`src/rtl/idct8_pkg.sv`:
```
package idct8_pkg;
  localparam int ACC_W = 48;
  typedef logic signed [ACC_W-1:0] acc_t;

  // add half an LSB of the kept part, then arithmetic shift
  function automatic acc_t rnd_sh(input acc_t v, input int unsigned sh);
    return (v + (acc_t'(1) <<< (sh - 1))) >>> sh;
  endfunction
endpackage

```
`src/rtl/idct8_delay.sv`:
```
module idct8_delay #(
  parameter int W     = 48,
  parameter int DEPTH = 2
) (
  input  logic         clk,
  input  logic         en,
  input  logic [W-1:0] d,
  output logic [W-1:0] q
);
  generate
    if (DEPTH == 0) begin : g_wire
      assign q = d;
    end else begin : g_regs
      logic [W-1:0] sr [DEPTH];
      always_ff @(posedge clk) begin
        if (en) begin
          sr[0] <= d;
          for (int i = 1; i < DEPTH; i++) sr[i] <= sr[i-1];
        end
      end
      assign q = sr[DEPTH-1];
    end
  endgenerate
endmodule

```
`src/rtl/idct8_front.sv`:
```
module idct8_front
  import idct8_pkg::*;
#(
  parameter int IN_W = 14,
  parameter int C1 = 4017, parameter int C2 = 3784, parameter int C3 = 3406,
  parameter int C4 = 2896, parameter int C5 = 2276, parameter int C6 = 1567,
  parameter int C7 = 799
) (
  input  logic              clk,
  input  logic              en,
  input  logic [8*IN_W-1:0] x_flat,
  output acc_t              a [8]
);
  localparam acc_t K1 = acc_t'(C1), K2 = acc_t'(C2), K3 = acc_t'(C3), K4 = acc_t'(C4);
  localparam acc_t K5 = acc_t'(C5), K6 = acc_t'(C6), K7 = acc_t'(C7);

  acc_t x [8];
  generate
    for (genvar k = 0; k < 8; k++) begin : g_ext
      assign x[k] = acc_t'($signed(x_flat[k*IN_W +: IN_W]));
    end
  endgenerate

  always_ff @(posedge clk) begin
    if (en) begin
      a[0] <= rnd_sh((x[0] + x[4]) * K4, 9);
      a[1] <= rnd_sh((x[0] - x[4]) * K4, 9);
      a[2] <= rnd_sh(x[2] * K6 - x[6] * K2, 9);
      a[3] <= rnd_sh(x[2] * K2 + x[6] * K6, 9);
      a[4] <= rnd_sh(x[1] * K1 + x[7] * K7, 9);
      a[5] <= rnd_sh(x[1] * K7 - x[7] * K1, 9);
      a[6] <= rnd_sh(x[3] * K3 + x[5] * K5, 9);
      a[7] <= rnd_sh(x[3] * K5 - x[5] * K3, 9);
    end
  end
endmodule

```
`src/rtl/idct8_butterfly.sv`:
```
module idct8_butterfly
  import idct8_pkg::*;
(
  input  logic clk,
  input  logic rst_n,
  input  logic en,
  input  acc_t a [8],
  output acc_t b [4],
  output acc_t d [4]
);
  always_ff @(posedge clk) begin
    if (en) begin
      b[0] <= rnd_sh(a[0] + a[3], 2);
      b[1] <= rnd_sh(a[1] + a[2], 2);
      b[2] <= rnd_sh(a[1] - a[2], 2);
      b[3] <= rnd_sh(a[0] - a[3], 2);
      d[0] <= rnd_sh(a[4] + a[6], 2);
      d[1] <= rnd_sh(a[5] + a[7], 1);
      d[2] <= rnd_sh(a[4] - a[6], 1);
      d[3] <= rnd_sh(a[5] - a[7], 2);
    end
  end

  // the outer even pair together carries half of a0, within rounding slack
  AST_EVEN_BALANCE: assert property (@(posedge clk) disable iff (!rst_n)
    en |=> ((b[0] + b[3] - ($past(a[0]) >>> 1)) >= -acc_t'(1)) &&
           ((b[0] + b[3] - ($past(a[0]) >>> 1)) <= acc_t'(2)));
endmodule

```
`src/rtl/idct8_rotate.sv`:
```
module idct8_rotate
  import idct8_pkg::*;
#(
  parameter int C4 = 2896
) (
  input  logic clk,
  input  logic rst_n,
  input  logic en,
  input  acc_t d1,
  input  acc_t d2,
  output acc_t r0,
  output acc_t r1
);
  localparam acc_t K4 = acc_t'(C4);
  acc_t h0, h1;

  always_ff @(posedge clk) begin
    if (en) begin
      h0 <= rnd_sh(d1 + d2, 1);
      h1 <= rnd_sh(d1 - d2, 1);
      r0 <= rnd_sh(h0 * K4, 14);
      r1 <= rnd_sh(h1 * K4, 14);
    end
  end

  // scaling by a constant below 2^14 never grows the magnitude beyond one LSB
  AST_ROUND_RANGE: assert property (@(posedge clk) disable iff (!rst_n)
    en |=> ((r0 < 0 ? -r0 : r0) <= (($past(h0) < 0 ? -$past(h0) : $past(h0)) + acc_t'(1))));
endmodule

```
`src/rtl/idct8_pipe.sv`:
```
module idct8_pipe
  import idct8_pkg::*;
#(
  parameter int IN_W = 14,
  parameter int C1 = 4017, parameter int C2 = 3784, parameter int C3 = 3406,
  parameter int C4 = 2896, parameter int C5 = 2276, parameter int C6 = 1567,
  parameter int C7 = 799
) (
  input  logic                  clk,
  input  logic                  rst_n,
  input  logic                  in_valid,
  output logic                  in_ready,
  input  logic [8*IN_W-1:0]     in_coef,
  output logic                  out_valid,
  input  logic                  out_ready,
  output logic [8*(IN_W+2)-1:0] out_samp
);
  localparam int OUT_W     = IN_W + 2;
  localparam int ROT_LAT   = 2;
  localparam int TOTAL_LAT = 1 + 1 + ROT_LAT + 1;

  logic adv;
  logic [TOTAL_LAT-1:0] vld;
  acc_t a [8];
  acc_t b [4];
  acc_t d [4];
  acc_t r0, r1;
  acc_t skew_in [6];
  acc_t late [6];
  logic [OUT_W-1:0] y [8];

  assign adv       = !out_valid || out_ready;
  assign in_ready  = adv;
  assign out_valid = vld[TOTAL_LAT-1];

  always_ff @(posedge clk) begin
    if (!rst_n)   vld <= '0;
    else if (adv) vld <= {vld[TOTAL_LAT-2:0], in_valid};
  end

  idct8_front #(.IN_W(IN_W), .C1(C1), .C2(C2), .C3(C3), .C4(C4), .C5(C5), .C6(C6), .C7(C7))
    u_front (.clk(clk), .en(adv), .x_flat(in_coef), .a(a));

  idct8_butterfly u_bfly (.clk(clk), .rst_n(rst_n), .en(adv), .a(a), .b(b), .d(d));

  idct8_rotate #(.C4(C4)) u_rot (.clk(clk), .rst_n(rst_n), .en(adv),
    .d1(d[1]), .d2(d[2]), .r0(r0), .r1(r1));

  // terms that bypass the odd scaling wait for it here
  assign skew_in[0] = b[0];
  assign skew_in[1] = b[1];
  assign skew_in[2] = b[2];
  assign skew_in[3] = b[3];
  assign skew_in[4] = d[0];
  assign skew_in[5] = d[3];

  generate
    for (genvar g = 0; g < 6; g++) begin : g_skew
      idct8_delay #(.W(ACC_W), .DEPTH(ROT_LAT)) u_dly (
        .clk(clk), .en(adv), .d(skew_in[g]), .q(late[g]));
    end
  endgenerate

  always_ff @(posedge clk) begin
    if (adv) begin
      y[0] <= OUT_W'(rnd_sh(late[0] + late[4], 3));
      y[7] <= OUT_W'(rnd_sh(late[0] - late[4], 3));
      y[1] <= OUT_W'(rnd_sh(late[1] + r0, 3));
      y[6] <= OUT_W'(rnd_sh(late[1] - r0, 3));
      y[5] <= OUT_W'(rnd_sh(late[2] + r1, 3));
      y[2] <= OUT_W'(rnd_sh(late[2] - r1, 3));
      y[3] <= OUT_W'(rnd_sh(late[3] + late[5], 3));
      y[4] <= OUT_W'(rnd_sh(late[3] - late[5], 3));
    end
  end

  generate
    for (genvar k = 0; k < 8; k++) begin : g_out
      assign out_samp[k*OUT_W +: OUT_W] = y[k];
    end
  endgenerate

  AST_OUT_HOLD: assert property (@(posedge clk) disable iff (!rst_n)
    (out_valid && !out_ready) |=> (out_valid && $stable(out_samp)));
  AST_BACKPRESSURE: assert property (@(posedge clk) disable iff (!rst_n)
    (out_valid && !out_ready) |-> !in_ready);
endmodule

```
`config.mk`:
```
export PLATFORM = sky130hd
export DESIGN_NAME = idct8_pipe
export DESIGN_NICKNAME = d
export VERILOG_FILES = /design/src/rtl/idct8_pkg.sv /design/src/rtl/idct8_delay.sv /design/src/rtl/idct8_front.sv /design/src/rtl/idct8_butterfly.sv /design/src/rtl/idct8_rotate.sv /design/src/rtl/idct8_pipe.sv
export SDC_FILE = /design/constraint.sdc
export NUM_CORES = 2
export LEC_CHECK = 0
export ABC_AREA = 1
export ABC_CLOCK_PERIOD_IN_PS = 25900
export BUFFER_PORTS_ARGS = -buffer_cell sky130_fd_sc_hd__clkbuf_2
export CORE_UTILIZATION = 60
export DETAILED_ROUTE_END_ITERATION = 16
export PLACE_DENSITY_LB_ADDON = 0.2
export SLEW_MARGIN = 20
export SYNTH_ARGS = -nofsm -noshare
export SYNTH_HDL_FRONTEND = slang
export SYNTH_SLANG_ARGS = --single-unit
```
`constraint.sdc`:
```
create_clock -name clk -period 25.9 [get_ports clk]
set_input_delay 2.59 -clock clk [delete_from_list [all_inputs] [get_ports clk]]
set_output_delay 2.59 -clock clk [all_outputs]
set_load 0.005 [all_outputs]
```
Word level (Yosys, flattened, before mapping)
Memories as Yosys holds them, arrays and structs flattened.
Index checks and enable logic that the tools add are counted.
- flip-flop bits (word level): 819
- memory bits (writable): 704
- input port bits: 116
- output and inout port bits: 130
- word-level logic and storage cells: 102
- memories kept: 7
- memories (memory ; depth ; bits a word ; read ports ; clocked after memory_dff ; wr ports ; line ; text):
    y ; 8 ; 16 ; 8 ; 0 ; 8 ; idct8_pipe.sv:30 ; logic [OUT_W-1:0] y [8];
    g_skew[0].u_dly.g_regs.sr ; 2 ; 48 ; 2 ; 0 ; 2 ; idct8_delay.sv:14 ; logic [W-1:0] sr [DEPTH];
    g_skew[1].u_dly.g_regs.sr ; 2 ; 48 ; 2 ; 0 ; 2 ; idct8_delay.sv:14 ;
    g_skew[2].u_dly.g_regs.sr ; 2 ; 48 ; 2 ; 0 ; 2 ; idct8_delay.sv:14 ;
    g_skew[3].u_dly.g_regs.sr ; 2 ; 48 ; 2 ; 0 ; 2 ; idct8_delay.sv:14 ;
    g_skew[4].u_dly.g_regs.sr ; 2 ; 48 ; 2 ; 0 ; 2 ; idct8_delay.sv:14 ;
    +1 memories ; n/a ; n/a ; n/a ; n/a ; n/a ; n/a ;
- add/subtract/negate cells: 54
- multipliers: 16
- multiplexer cells: 2
- reductions and logical operators: 2
- operator list (kind ; count):
    $add A48 B10 Y48 const B ; 8
    $add A40 B3 Y41 const B ; 6
    $add A39 B39 Y40 ; 4
    $sub A39 B39 Y40 ; 4
    $add A19 B4 Y19 const B ; 8
    $add A48 B48 Y48 ; 3
    $sub A48 B48 Y48 ; 3
    $mul A14 B12 Y26 const B ; 4
    $mul A14 B11 Y25 const B ; 4
    $add A48 B2 Y48 const B ; 2
    $mul A48 B9 Y44 const B ; 2
    $mul A47 B9 Y29 const B ; 2
    $add A40 B2 Y41 const B ; 2
    $add A19 B19 Y19 ; 4
    $sub A19 B19 Y19 ; 4
    $add A33 B15 Y33 const B ; 2
    $mul A14 B13 Y27 const B ; 2
    $add A47 B47 Y48 ; 1
    $mul A14 B10 Y24 const B ; 2
    $sub A47 B47 Y48 ; 1
    $add A14 B14 Y15 ; 1
    $sub A14 B14 Y15 ; 1
    $mux W1 ; 2
    $logic_not A1 Y1 ; 1
    $logic_or A1 B1 Y1 ; 1

Logic depth before layout (Yosys ltp)
- depth in word-level cells: 4
- gate-level depth with buffers: 40
- mapped depth without buffers: 39

Cells and area by module
Synthesis repeated with hierarchy kept, for this count alone.
- cell total of the unflattened synthesis: 20639
- area, all modules: 168507.9 µm²
- by module, submodules not included (module ; instances ; cells each ; area an instance (µm²) ; seq. area each (µm²)):
    idct8_front ; 1 ; 6712 ; 59345.7 ; 5375.2
    idct8_butterfly ; 1 ; 7451 ; 47410.5 ; 11110.7
    idct8_rotate ; 1 ; 3771 ; 28372.2 ; 4684.5
    idct8_delay ; 6 ; 144 ; 3243.1 ; 2882.8
    idct8_pipe ; 1 ; 1841 ; 13920.9 ; 3943.8

Worst setup path after synthesis
OpenSTA, ideal clock, no wires.
- kind: input port to output port
- start: in out_ready
- end: out in_ready
- arrival time: 18.856 ns
- data required time: 23.310 ns
- path slack: 4.454 ns
- cell stages on the path: 2
- path buffers: 0
- cell sequence: nor2_1 -> inv_1
- word-level cells in the longest chain between the ends: 1
- ends and longest elaborated chain (what ; line ; text):
    start, declared ; idct8_pipe.sv:15 ; input logic out_ready,
    $logic_or A1 B1 Y1 ; idct8_pipe.sv:32 ; assign adv = !out_valid || out_ready;
    end, declared ; idct8_pipe.sv:12 ; output logic in_ready,
No other way between the ends.

Worst setup path in the final report
- start: in in_coef[17]
- end: reg u_front.a[173] in the netlist's numbering (data pin)
- word-level cells in the longest chain between the ends: 3
- ends and longest elaborated chain (what ; line ; text):
    start, declared ; idct8_pipe.sv:13 ; input logic [8*IN_W-1:0] in_coef,
    $mul A14 B13 Y27 ; idct8_front.sv:30 ; a[4] <= rnd_sh(x[1] * K1 + x[7] * K7, 9);
    $add A48 B48 Y48 ; idct8_front.sv:30 ;
    $add A48 B10 Y48 ; idct8_pkg.sv:7 ; return (v + (acc_t'(1) <<< (sh - 1))) >>> sh;
    end, declared ; idct8_front.sv:12 ; output acc_t a [8]
No other way between the ends.
A chain may end at the register's enable or synchronous reset.

==> key figures <==
Outcome
  – Status: finished, final reports clean

Synthesis
  – Synth Register Bits: around 840
  – Syn nets: 15550
  – Syn Area/Cell: 8.950 um2
  – Post-synthesis sequential area ratio: 22.64%
  – Synthesized instance count: 12410
  – Yosys cell types: 63
  – EDFF count, synth: 834
  – Yosys warnings: 0
  – Top FF cell, synth: edfxtp_1
  – Post-synth ARST share: 0%
  – Mapped cell area: 111100 um2

GRT
  – Largest net degree at the start of global routing: between 150 and 200
  – Overall Global Routing Usage: 31.47%
  – Initial antenna violation count: 38
  – M1 GR Usage: 41.74%
  – Vias in the first global route: 85320
  – Gr ovfl total: 0
  – First-pass GRT wire length: roughly 460000 um
  – M3 GR Usage: under 10%
  – Most Used Layer, Global Route: met2
  – Grt met2 use: a little over half

Drt
  – Remaining antenna violation count: 0
  – Drt wl/cell: 19.10 um
  – Routed WL: 291800 um
  – First drt pass iteration count: 8
  – DR iter-0 viols: 5963
  – DR DRC count: 0
  – Avg Vias per Cell: 5.510
  – Total number of vias: 84180

Setup path
  – Worst EP required: 26350 ps
  – Critical-path top delay cell: fa_1
  – Slowest Stage Delay on Critical Path: about 550 ps
  – Critical path peak fanout: 12
  – Worst path arrival time: 9850 ps
  – Setup CP Type: input pin to flop
  – Critical path launch point type: input pin
  – Most common cell on crit path: nand2_1
  – Setup crit end kind: flop

Floorplanning
  – Die Area: 186900 um2
  – Core Box Area: ~180000 um2
  – Chip width: 432.3 um
  – # IOs: 246
  – Row count: between 150 and 200
  – Starting Density: roughly three fifths
  – Die H: 432.3 um

Clock network
  – Cts repair resizes: 0
  – Clock sink count: 839
  – Clock Latency Late Sink: 740 ps
  – Num CTS Buffers: 90
  – Root Buffer: clkbuf_16
  – Bufs on Longest Clock Path: 3
  – Post-CTS Hold Buffers: 0
  – Post-CTS Setup Bufs: 0
  – CTS H-tree depth: 3
  – Clock transition at path regs: 70 ps
  – CTS tree: yes

Cells and area
  – Layout area overhead: 6.782%
  – Most common cell after layout, fill and taps aside: inv_1
  – Layout net count: about 16000
  – Final Util: 64.65%
  – Share of cells above drive strength 1: a little under 4%
  – Commonest non-fill, non-tap cells in the layout: inv_1 (2741), ha_1 (2137), nand2_1 (1635)
  – Final Non-Filler Cells: 15280
  – Fillers: 15510

Placement
  – Setup WS pre-CTS: 15870 ps
  – IO Port Bufs: 245
  – Routability cong.: 0.9949
  – Dpl hpwl: 254100 um
  – Placed insts: approximately 15000

Timing
  – # setup viols final: 0
  – Final Cycle Share: 36.28%
  – Final hold vios: 0
  – Setup TNS Final: 0 ps
  – Final worst slack: ~17000 ps
  – RSZ-0062 raised after global routing: no
  – Clock skew: 39.45 ps
  – Min cycle time layout: 9395 ps
  – Fmax: 0.1064 GHz
  – Pins over their slew limit: 0
  – Slew @ Worst Pin: 1070 ps
  – Relative slew slack: 28.64%

Job
  – # Max-Cap Violations: 0

Hold path
  – HP Class: flop to flop
-- flip-flops by register name, indices dropped and copies added, names as in the netlist, 19 cells and up --
signal and count:
u_rot.r1 19, u_front.a 208, u_bfly.d 98, y 128, u_rot.h1 29, u_rot.h0 29, u_rot.r0 19, u_bfly.b 76
g_skew.u_dly.g_regs.sr 228
-- final cells by class --
cell class                 count  area, um2  area share [%]
timing repair buffer         258       1349           1.137
multi-input combinational   8788      75470           63.63
antenna                        8      20.02         0.01688
clock inverter                69      923.4          0.7785
tap                         2464       3083           2.599
clock buffer                  97       2278           1.921
sequential                   839      25140           21.20
inverter                    2754      10340           8.721
-- stage by stage --
step / area [um2] / hold slack (ps)
detailed placement: 115400 / 404.5
floorplan: 111100 / 400.3
CTS: 118600 / 385.7
global placement: 115400 / 401.2
finish: 118600 / 399.2
global route: 118600 / 389.3
-- cell families after synthesis --
logic type / synth area share [%]
AO/OA/AOI/OAI: 9.181
XOR/XNOR: 7.427
adder cells (fa/ha/maj): 40.02
buffers and inverters: 9.421
flip-flops: 22.64
multiplexers: 0.01802
AND/OR/NAND/NOR: 11.30
-- critical path: cells and delay by family --
kind                     cells  cell delay [ps]
adder cells (fa/ha/maj)      8             3460
AND/OR/NAND/NOR             11             1600
AO/OA/AOI/OAI                5              970
buffers and inverters        7              760
XOR/XNOR                     1              420
-- metal layers --
layer	vias up	part of all wire, %	wire, um
met5	-	0.0093	27
met4	4	3.9	11350
met3	477	5.0	14550
met2	2157	48	139200
met1	40440	43	126700
li1	41100	-	-
-- synth_stat cells (all sizes together) (18+ instances only) --
cell type,number,share of area (%)
o21bai,56,0.38
o211ai,38,0.26
a21o,72,0.49
a21boi,37,0.25
nor3,94,0.47
xnor2,325,2.6
or2,22,0.13
inv,2753,9.3
nor4,44,0.25
nand3,327,1.5
o31ai,30,0.20
o21ai,538,2.4
clkbuf,22,0.077
ha,2137,24
a211oi,23,0.16
nand2,1652,5.6
a21oi,938,4.2
xor2,611,4.9
fa,885,16
nand3b,23,0.16
a31oi,72,0.41
nor2,686,2.4
edfxtp,834,23
nand4,113,0.64
o21a,18,0.12
-- final timing paths --
| path | slack, ps | from | end | cells past startpoint |
|---|---|---|---|---|
| worst max-delay path | 16500 | in_coef[17] | u_front.a[173]$_DFFE_PP_ | 32 |
| worst min-delay path | 400 | u_bfly.d[161]$_DFFE_PP_ | g_skew[4].u_dly.g_regs.sr[0][17]$_DFFE_PP_ | 0 |
| worst max register to register | 20890 | u_rot.h0[8]$_DFFE_PP_ | u_rot.r0[15]$_DFFE_PP_ | 23 |
| worst min register to register | 400 | u_bfly.d[161]$_DFFE_PP_ | g_skew[4].u_dly.g_regs.sr[0][17]$_DFFE_PP_ | 0 |
Power is left out: the tool's default activity adds up to more than one toggle a clock period on the data nets, which glitch-free logic cannot reach.
